**config.mk**
```make
export PLATFORM = sky130hd
export DESIGN_NAME = csm_tracker
export DESIGN_NICKNAME = d
export VERILOG_FILES = /design/src/rtl/csm_pkg.sv /design/src/rtl/csm_classify.sv /design/src/rtl/csm_decide.sv /design/src/rtl/csm_state.sv /design/src/rtl/csm_outstage.sv /design/src/rtl/csm_tracker.sv
export SDC_FILE = /design/constraint.sdc
export NUM_CORES = 1
export LEC_CHECK = 0
export BUFFER_PORTS_ARGS = -buffer_cell sky130_fd_sc_hd__buf_4
export CORE_UTILIZATION = 45
export CTS_BUF_LIST = sky130_fd_sc_hd__clkbuf_4 sky130_fd_sc_hd__clkbuf_8
export CTS_CLUSTER_DIAMETER = 40
export CTS_CLUSTER_SIZE = 28
export DETAILED_ROUTE_END_ITERATION = 10
export GPL_ROUTABILITY_DRIVEN = 0
export PLACE_DENSITY = 0.85
export SYNTH_ARGS = -nofsm -noshare
export SYNTH_HDL_FRONTEND = slang
export SYNTH_HIERARCHICAL = 1
export SYNTH_SLANG_ARGS = --single-unit
```
**constraint.sdc**
```tcl
create_clock -name clk -period 3.4 [get_ports clk]
set_clock_uncertainty 0.05 [all_clocks]
set_input_delay 0.68 -clock clk [delete_from_list [all_inputs] [get_ports clk]]
set_output_delay 0.68 -clock clk [all_outputs]
set_load 0.02 [all_outputs]
```
**src/rtl/csm_pkg.sv**
```systemverilog
package csm_pkg;

    localparam int PARCEL_W = 16;
    localparam int WORD_W   = 2 * PARCEL_W;
    localparam int TAG_W    = 5;
    localparam int OPF_W    = 4;
    // bits 5..8 counted from the MSB of the parcel
    localparam int OPF_MSB  = PARCEL_W - 1 - 5;
    localparam int CTX_W    = 2;
    localparam logic [OPF_W-1:0] OPF_M_ONLY = 4'b0011;

    typedef enum logic [CTX_W-1:0] {
        ST_BASE = 2'd0,
        ST_C16  = 2'd1,
        ST_ONCE = 2'd2
    } mstate_e;

    typedef enum logic [1:0] {
        DM_BASE = 2'd0,
        DM_C10  = 2'd1,
        DM_C16  = 2'd2
    } dmode_e;

    typedef struct packed {
        logic tag;
        logic n;
        logic m;
        logic m_only;
    } pfields_t;

    typedef struct packed {
        logic    len32;
        dmode_e  mode;
        mstate_e nxt;
    } decision_t;

    function automatic mstate_e ctx_decode(input logic [CTX_W-1:0] c);
        mstate_e s;
        case (c)
            2'd1:    s = ST_C16;
            2'd2:    s = ST_ONCE;
            default: s = ST_BASE;
        endcase
        return s;
    endfunction

    function automatic pfields_t split_parcel(input logic [PARCEL_W-1:0] p);
        pfields_t f;
        f.tag    = (p[PARCEL_W-1 -: TAG_W] == '0);
        f.n      = p[PARCEL_W-1];
        f.m      = p[0];
        f.m_only = (p[OPF_MSB -: OPF_W] == OPF_M_ONLY);
        return f;
    endfunction

    function automatic mstate_e c16_next(input logic n, input logic m, input logic m_only);
        mstate_e s;
        if (m_only) begin
            s = m ? ST_C16 : ST_BASE;
        end else begin
            case ({n, m})
                2'b00:   s = ST_BASE;
                2'b10:   s = ST_ONCE;
                default: s = ST_C16;
            endcase
        end
        return s;
    endfunction

endpackage

```
**src/rtl/csm_classify.sv**
```systemverilog
module csm_classify
    import csm_pkg::*;
(
    input  logic [PARCEL_W-1:0] parcel,
    output pfields_t            fields
);
    always_comb begin
        fields = split_parcel(parcel);
    end
endmodule

```
**src/rtl/csm_decide.sv**
```systemverilog
module csm_decide
    import csm_pkg::*;
(
    input  mstate_e   cur,
    input  pfields_t  fields,
    output decision_t dec
);
    always_comb begin
        dec.len32 = 1'b0;
        dec.mode  = DM_BASE;
        dec.nxt   = ST_BASE;
        unique case (cur)
            ST_BASE: begin
                if (fields.tag) begin
                    dec.len32 = 1'b0;
                    dec.mode  = DM_C10;
                    dec.nxt   = fields.m ? ST_C16 : ST_BASE;
                end else begin
                    dec.len32 = 1'b1;
                    dec.mode  = DM_BASE;
                    dec.nxt   = ST_BASE;
                end
            end
            ST_C16: begin
                dec.len32 = 1'b0;
                dec.mode  = DM_C16;
                dec.nxt   = c16_next(fields.n, fields.m, fields.m_only);
            end
            ST_ONCE: begin
                dec.len32 = 1'b1;
                dec.mode  = DM_BASE;
                dec.nxt   = ST_C16;
            end
            default: begin
                dec.len32 = 1'b0;
                dec.mode  = DM_BASE;
                dec.nxt   = ST_BASE;
            end
        endcase
    end
endmodule

```
**src/rtl/csm_state.sv**
```systemverilog
module csm_state
    import csm_pkg::*;
(
    input  logic             clk,
    input  logic             rst,
    input  logic             adv,
    input  mstate_e          nxt,
    input  logic             wr,
    input  logic [CTX_W-1:0] wr_code,
    output mstate_e          cur
);
    always_ff @(posedge clk) begin
        if (rst) begin
            cur <= ST_BASE;
        end else if (wr) begin
            cur <= ctx_decode(wr_code);
        end else if (adv) begin
            cur <= nxt;
        end
    end

    // reset lands in base mode
    p_reset_base_r1: assert property (@(posedge clk) rst |=> cur == ST_BASE);

    // one-shot state lasts exactly one accepted instruction
    p_once_returns_r5: assert property (@(posedge clk) disable iff (rst)
        (cur == ST_ONCE && adv && !wr) |=> cur == ST_C16);

    // without advance or write the state holds
    p_hold_r7: assert property (@(posedge clk) disable iff (rst)
        (!adv && !wr) |=> $stable(cur));

    // restore loads the requested state
    p_restore_r9: assert property (@(posedge clk) disable iff (rst)
        (wr && wr_code == 2'd1) |=> cur == ST_C16);
endmodule

```
**src/rtl/csm_outstage.sv**
```systemverilog
module csm_outstage
    import csm_pkg::*;
(
    input  logic              clk,
    input  logic              rst,
    input  logic              take,
    input  decision_t         dec,
    input  logic [WORD_W-1:0] word,
    output logic              o_valid,
    output logic              o_len32,
    output logic [1:0]        o_mode,
    output logic [WORD_W-1:0] o_insn
);
    always_ff @(posedge clk) begin
        if (rst) begin
            o_valid <= 1'b0;
            o_len32 <= 1'b0;
            o_mode  <= DM_BASE;
            o_insn  <= '0;
        end else begin
            o_valid <= take;
            if (take) begin
                o_len32 <= dec.len32;
                o_mode  <= dec.mode;
                o_insn  <= dec.len32 ? word : {word[WORD_W-1 -: PARCEL_W], {PARCEL_W{1'b0}}};
            end
        end
    end

    // output strobe follows the take one cycle later
    p_valid_follows_r8: assert property (@(posedge clk) disable iff (rst)
        take |=> o_valid);
    p_idle_follows_r8: assert property (@(posedge clk) disable iff (rst)
        !take |=> !o_valid);

    // a 16-bit compressed decision is never 32 bits long
    p_c16_short_r4: assert property (@(posedge clk) disable iff (rst)
        (o_valid && o_mode == DM_C16) |-> !o_len32);

    // short instructions carry a zero lower half
    p_short_pad_r8: assert property (@(posedge clk) disable iff (rst)
        (o_valid && !o_len32) |-> (o_insn[PARCEL_W-1:0] == '0));
endmodule

```
**src/rtl/csm_tracker.sv**
```systemverilog
module csm_tracker
    import csm_pkg::*;
(
    input  logic        clk,
    input  logic        rst,
    input  logic        pcl_valid,
    input  logic        pcl_word_ok,
    input  logic [31:0] pcl_data,
    output logic        pcl_take,
    output logic        pcl_take_len32,
    output logic [1:0]  ctx_state,
    input  logic        ctx_wr,
    input  logic [1:0]  ctx_wr_state,
    output logic        o_valid,
    output logic        o_len32,
    output logic [1:0]  o_mode,
    output logic [31:0] o_insn
);
    pfields_t  fields;
    decision_t dec;
    mstate_e   cur;

    csm_classify u_classify (
        .parcel (pcl_data[WORD_W-1 -: PARCEL_W]),
        .fields (fields)
    );

    csm_decide u_decide (
        .cur    (cur),
        .fields (fields),
        .dec    (dec)
    );

    always_comb begin
        pcl_take       = pcl_valid && !ctx_wr && (!dec.len32 || pcl_word_ok);
        pcl_take_len32 = pcl_take && dec.len32;
        ctx_state      = cur;
    end

    csm_state u_state (
        .clk     (clk),
        .rst     (rst),
        .adv     (pcl_take),
        .nxt     (dec.nxt),
        .wr      (ctx_wr),
        .wr_code (ctx_wr_state),
        .cur     (cur)
    );

    csm_outstage u_out (
        .clk     (clk),
        .rst     (rst),
        .take    (pcl_take),
        .dec     (dec),
        .word    (pcl_data),
        .o_valid (o_valid),
        .o_len32 (o_len32),
        .o_mode  (o_mode),
        .o_insn  (o_insn)
    );

    // a 32-bit instruction is never taken without a full word
    p_no_half_word_r7: assert property (@(posedge clk) disable iff (rst)
        (pcl_take_len32) |-> pcl_word_ok);

    // no instruction consumed while restoring context
    p_wr_blocks_take_r9: assert property (@(posedge clk) disable iff (rst)
        ctx_wr |-> !pcl_take);

    // tagged parcel in base mode reports the 10-bit form next cycle
    p_tag_c10_r3: assert property (@(posedge clk) disable iff (rst)
        (pcl_take && cur == ST_BASE && pcl_data[31:27] == 5'd0) |=> (o_mode == DM_C10 && !o_len32));
endmodule

```
==> flow_summary_export.csv, run 1 <==
group,metric,value,unit
yosys,async_flop_share,0,%
routing,drc,0,
yosys,synth_cells,162,
layout,drive_gt1_share,38.6,%
global_routing,grt_pass1_vias,1158,
global_routing,grt_max_degree,57,
yosys,synth.most_common_cell,"dfxtp_1",
worst_setup_path,crit-reg2reg-launch,"u_state/cur[1]",
layout,post-route-util,65.9,%
power_and_ir_drop,cellPowerDensity,399,nW/µm²
yosys,synthSimpleGateAreaFrac,23.7,%
global_routing,grt_first_pass_wirelength,4900,µm
min_path,worstHoldStart,"u_out/o_insn[9]",
worst_setup_path,worstSetupStartpoint,"pcl_data[27]",
layout,fillerInstances,294,
yosys,synth_compound_area_share,7.62,%
routing,wl_per_cell,11.4,µm
worst_setup_path,ff2ff_setup_slack,1600,ps
layout,area_growth,39.4,%
yosys,synth_warnings,6,
clocking,cts_tree,"built",
yosys,ys.flop_type,"dfxtp_1",
routing,dr.first_iter.drc_count,60,
floorplan,die_w,61.2,µm
power_and_ir_drop,total_power,876,µW
yosys,synth_top_area_share,48.3,%
yosys,ys_top_cells_by_area,"dfxtp_1, mux2i_1, nand2b_1",
clocking,clock-sinks,38,
placement,hpwl,2270,µm
layout,fin_cells,282,
sta,max_freq,349,MHz
power_and_ir_drop,cellLeakagePower,0.966,nW
clocking,insertion_delay,330,ps
yosys,syn_area_per_cell,9.73,µm²
clocking,post_cts_buffers,0,
yosys,ys_seq_area_share,48.3,%
yosys,synth-seq-cells,38,
clocking,clock_path_buffers,2,
min_path,holdPathStages,2,
floorplan,rows,21,
worst_setup_path,start_kind,"input port",
worst_setup_path,crit_path_max_fanout,3,
floorplan,initial_utilization,47.2,%
floorplan,core_area,3340,µm²
worst_setup_path,critical_path_class,"in -> out",
sta,report.final.slew_viol_count,0,
yosys,ys_types,24,
flow_run,drv_cap,0,
routing,drt-total-wl,3210,µm
worst_setup_path,worstPathRequired,2670,ps
yosys,yosysTopAreaCell,"dfxtp_1",
yosys,muxShareOfSynthArea,12.7,%
power_and_ir_drop,vdd_ir_drop_max,0.000311,V
routing,vias_per_cell,4.82,
clocking,cts_hold_buf,0,
clocking,cts_root_buffer,"clkbuf_4",
sta,totalNegativeSetupSlack,0,ps
clocking,h-tree-depth,2,
worst_setup_path,arrival,2140,ps
sta,setup_violations,0,
yosys,netlist_area,1580,µm²
sta,finalCriticalPeriod,2870,ps
clocking,clkTransAtPathRegs,100,ps
global_routing,gr-total-overflow,0,
sta,timing.final.ws_setup,534,ps
worst_setup_path,critical_path.endpoint_type,"primary output",
routing,drtPass1Iterations,4,
sta,grt_setup_unrepaired,"false",
global_routing,grt_antenna_before_repair,0,
worst_setup_path,reg2reg_to,"u_state/cur[1]",
yosys,synth_top_family_by_area,"simple AND/OR/NAND/NOR gates",
min_path,hold_class,"reg -> reg",
global_routing,track_usage,18.4,%
floorplan,io_pins,79,
yosys,synth-edff-count,0,
yosys,synthXorXnorAreaFrac,0,%
placement,io_buffers,78,
layout,final_nets,274,
routing,vias,1358,
placement,pre_cts_slack,528,ps
placement,place_inst,274,
floorplan,die_area,3740,µm²
sta,tightest_slew,366,ps
sta,relSlewSlack,75.6,%
clocking,numCtsBuffers,5,
outcome,status,"complete, no violations",
layout,antennaDiodeCount,0,
clocking,cts.repair.resized,0,
yosys,syn_nets,201,
yosys,synthAdderAreaFrac,0,%
sta,hold_viol,0,
worst_setup_path,reg2reg_depth,8,
sta,fin_crit_sh,84.3,%
yosys,synth_common_cells,"dfxtp_1, nor2_1, mux2i_1",
routing,ant_nets,0,
min_path,holdPathEnd,"u_out/o_insn[9]",
floorplan,die_h,61.2,µm
## cells in the final DEF, fill, tap and decap left out
cell type / Yosys / final
and3_1: 1 / 1
and4b_1: 1 / 1
buf_4: 6 / 79
o21ai_0: 1 / 1
mux2i_1: 20 / 20
a211oi_1: 4 / 4
nor2b_1: 3 / 3
or4_1: 1 / 1
clkbuf_8: 0 / 1
clkbuf_4: 0 / 6
inv_1: 1 / 1
nor3_1: 1 / 1
nand2b_1: 16 / 16
buf_12: 0 / 1
nor2_1: 21 / 21
nor3b_1: 1 / 1
or2b_1: 2 / 2
nor2b_4: 2 / 2
clkinv_2: 0 / 1
a21oi_1: 17 / 17
nand3_1: 16 / 16
dfxtp_1: 38 / 38
nor3b_4: 0 / 1
nand2_1: 1 / 1
## cells by family (layout without fill, tap and decap cells)
group           Yosys count  in the layout
simple gates             67             67
mux                      20             20
flops                    38             38
compound gates           22             22
buf+inv                  15             89
## sequential cells by signal, indices dropped and copies added, names as in the netlist
name,cells
u_out/o_insn,32
u_out/o_len32,1
u_out/o_mode,2
u_out/o_valid,1
u_state/cur,2
## power breakdown
part           internal, mW  switching, mW  total (mW)
clock network         0.108          0.138       0.246
logic                0.0807         0.0763       0.157
registers             0.463         0.0107       0.474
## worst max-delay path by stage
stage / cells after the start / slack, ps / to
after floorplan: 9 / 600 / u_out/o_insn[21]
after global placement: 7 / 550 / pcl_take_len32
after detailed placement: 7 / 530 / pcl_take
after CTS: 7 / 510 / pcl_take
after global routing: 7 / 450 / pcl_take
final: 7 / 530 / pcl_take
## layer usage
| layer | wire length, µm | track usage (%) | up-vias | share of wire [%] |
|---|---|---|---|---|
| met5 | 0 | 0 | - | 0 |
| met4 | 35 | 7.79 | 0 | 1.1 |
| met3 | 281 | 7.77 | 5 | 8.7 |
| met2 | 1500 | 32.8 | 56 | 47 |
| met1 | 1390 | 19.0 | 605 | 43 |
| li1 | - | - | 692 | - |
## final cells by class
cell class | instances | area, µm² | share of cell area, %
Clock buffer | 7 | 58.8 | 2.68
Clock inverter | 1 | 5.00 | 0.228
Inverter | 1 | 3.75 | 0.171
Multi-Input combinational cell | 109 | 699 | 31.8
Sequential cell | 38 | 761 | 34.6
Tap cell | 46 | 57.6 | 2.62
Timing Repair Buffer | 80 | 613 | 27.9
## through the flow
| stage | hold slack (ps) | instance area [µm²] |
|---|---|---|
| 5_1_grt | 443 | 2200 |
| 3_5_place_dp | 409 | 2130 |
| 2_1_floorplan | 491 | 1580 |
| 4_1_cts | 426 | 2200 |
| 6_report | 422 | 2200 |
| 3_3_place_gp | 405 | 2130 |
## worst max-delay path, stage by stage
cell and delay [ps]:
buf_4 110, or4_1 500, nor2_1 160, a21oi_1 110, nor2b_4 140, nor3b_4 230, buf_4 190
Power figures use the tool's default switching activity.
==> inputs of run 2 (changes only) <==
--- a/config.mk
+++ b/config.mk
@@ -6,13 +6,13 @@
 export NUM_CORES = 1
 export LEC_CHECK = 0
 export BUFFER_PORTS_ARGS = -buffer_cell sky130_fd_sc_hd__buf_4
-export CORE_UTILIZATION = 45
+export CORE_UTILIZATION = 42
 export CTS_BUF_LIST = sky130_fd_sc_hd__clkbuf_4 sky130_fd_sc_hd__clkbuf_8
 export CTS_CLUSTER_DIAMETER = 40
 export CTS_CLUSTER_SIZE = 28
 export DETAILED_ROUTE_END_ITERATION = 10
 export GPL_ROUTABILITY_DRIVEN = 0
-export PLACE_DENSITY = 0.85
+export PLACE_DENSITY = 0.83
 export SYNTH_ARGS = -nofsm -noshare
 export SYNTH_HDL_FRONTEND = slang
 export SYNTH_HIERARCHICAL = 1
==> constraint.sdc (replaced) <==
create_clock -name clk -period 2.35 [get_ports clk]
set_clock_uncertainty 0.05 [all_clocks]
set_input_delay 0.47 -clock clk [delete_from_list [all_inputs] [get_ports clk]]
set_output_delay 0.47 -clock clk [all_outputs]
set_load 0.02 [all_outputs]
==> flow_summary_export.csv, run 2 (synthesis results as in run 1) <==
group,metric,value,unit
routing,vias_per_cell,4.89,
layout,final_nets,283,
layout,drive_gt1_share,42.0,%
global_routing,track_usage,19.5,%
layout,largest_reg_flops,32,
routing,drt-total-wl,3640,µm
global_routing,grt_pass1_vias,1467,
sta,fin_crit_sh,101,%
layout,top_register,"u_out/o_insn",
sta,setup_violations,1,
worst_setup_path,crit_path_max_fanout,2,
clocking,clkTransAtPathRegs,80,ps
global_routing,gr-total-overflow,0,
clocking,insertion_delay,290,ps
global_routing,grt_antenna_before_repair,0,
layout,antennaDiodeCount,0,
outcome,violations,"setup timing",
power_and_ir_drop,cellPowerDensity,625,nW/µm²
layout,final_cell_mix,"buf_4, dfxtp_1, nor2_1, mux2i_1",
flow_run,drv_cap,0,
power_and_ir_drop,cellLeakagePower,1.04,nW
sta,timing.final.ws_setup,-17.3,ps
power_and_ir_drop,vdd_ir_drop_max,0.000504,V
floorplan,io_pins,79,
worst_setup_path,crit-reg2reg-launch,"u_state/cur[1]",
clocking,clock_path_buffers,2,
worst_setup_path,reg2reg_depth,9,
worst_setup_path,worstPathRequired,1830,ps
global_routing,grt.busiest_layer,"met2",
worst_setup_path,worstSetupStartpoint,"pcl_data[29]",
routing,drc,0,
routing,vias,1422,
worst_setup_path,ff2ff_setup_slack,590,ps
outcome,status,"finished with violations",
min_path,holdPathEnd,"u_out/o_insn[20]",
worst_setup_path,arrival,1850,ps
routing,wl_per_cell,12.5,µm
floorplan,die_w,63.3,µm
layout,mostFrequentLayoutCell,"buf_4",
min_path,worstHoldStart,"pcl_data[20]",
floorplan,initial_utilization,45.5,%
placement,io_buffers,78,
routing,drtPass1Iterations,3,
sta,finalCriticalPeriod,2370,ps
power_and_ir_drop,total_power,1.47,mW
sta,max_freq,422,MHz
global_routing,grt_max_degree,39,
global_routing,grtUsageMet1,22.0,%
clocking,clock-sinks,38,
sta,grt_setup_unrepaired,"true",
floorplan,core_area,3470,µm²
layout,area_growth,49.0,%
worst_setup_path,start_kind,"input port",
routing,ant_nets,0,
min_path,holdPathStages,3,
routing,dr.first_iter.drc_count,43,
sta,relSlewSlack,74.1,%
floorplan,die_h,63.3,µm
floorplan,die_area,4000,µm²
clocking,cts_root_buffer,"clkbuf_8",
sta,hold_viol,0,
worst_setup_path,critical_path_class,"in -> out",
sta,tightest_slew,389,ps
clocking,numCtsBuffers,5,
min_path,hold_class,"in -> reg",
global_routing,met3_usage,6.88,%
sta,report.final.slew_viol_count,0,
global_routing,use_met2,33.7,%
layout,largestRegisters,"u_out/o_insn (32), u_out/o_mode (2), u_state/cur (2)",
clocking,cts_tree,"built",
floorplan,rows,21,
worst_setup_path,critical_path.endpoint_type,"primary output",
worst_setup_path,reg2reg_to,"u_out/o_insn[21]",
placement,pre_cts_slack,-81.4,ps
placement,hpwl,2600,µm
clocking,h-tree-depth,2,
global_routing,grt_first_pass_wirelength,6240,µm
-- run 2: power by group --
group | internal, mW | switching, mW | total (mW)
combinational | 0.130 | 0.117 | 0.247
clock | 0.312 | 0.223 | 0.535
sequential | 0.670 | 0.0158 | 0.685
-- run 2: worst max path at each step --
| stage | cells past startpoint | to | slack [ps] |
|---|---|---|---|
| floorplan | 9 | u_out/o_insn[21] | -100 |
| global placement | 8 | pcl_take | -70 |
| detailed placement | 8 | pcl_take | -80 |
| CTS | 8 | pcl_take | -4 |
| global route | 8 | pcl_take | -90 |
| finish | 8 | pcl_take | -20 |
-- run 2: metal layers --
| metal | share of wire (%) | vias up |
|---|---|---|
| li1 | - | 708 |
| met1 | 45 | 646 |
| met2 | 46 | 61 |
| met3 | 7.9 | 7 |
| met4 | 1.3 | 0 |
| met5 | 0 | - |
-- run 2: metrics by stage --
stage | area [µm²] | TNS, ps | cells | hold slack (ps) | utilization, %
after detailed placement | 2210 | -1060 | 281 | 410 | 63.9
after global routing | 2350 | -137 | 291 | 354 | 67.7
final | 2350 | -17.3 | 291 | 367 | 67.7
after CTS | 2350 | -4.18 | 291 | 352 | 67.7
after global placement | 2210 | -493 | 281 | 404 | 63.9
after floorplan | 1600 | -1800 | 162 | 491 | -
-- run 2: critical path: stages --
cell,delay [ps]
buf_6,90
or4_4,530
nor2_4,110
a21oi_2,70
nor2b_4,130
nor3b_4,180
buf_4,150
buf_6,110
-- run 2: layout make-up --
| class | instances | area, µm² |
|---|---|---|
| fillers | 304 | 1120 |
| clock buffers | 5 | 68.8 |
| inverters | 1 | 3.75 |
| well taps | 46 | 57.6 |
| multi-input cells | 109 | 714 |
| clock inverters | 3 | 40.0 |
| repair buffers | 89 | 704 |
| flip-flops and latches | 38 | 761 |
-- run 2: timing repair --
item	in CTS	in global routing
pin swaps	4	0
gates resized for setup	3	0
hold buffers	0	0
setup buffers	2	0
endpoints found under the setup margin	2	2
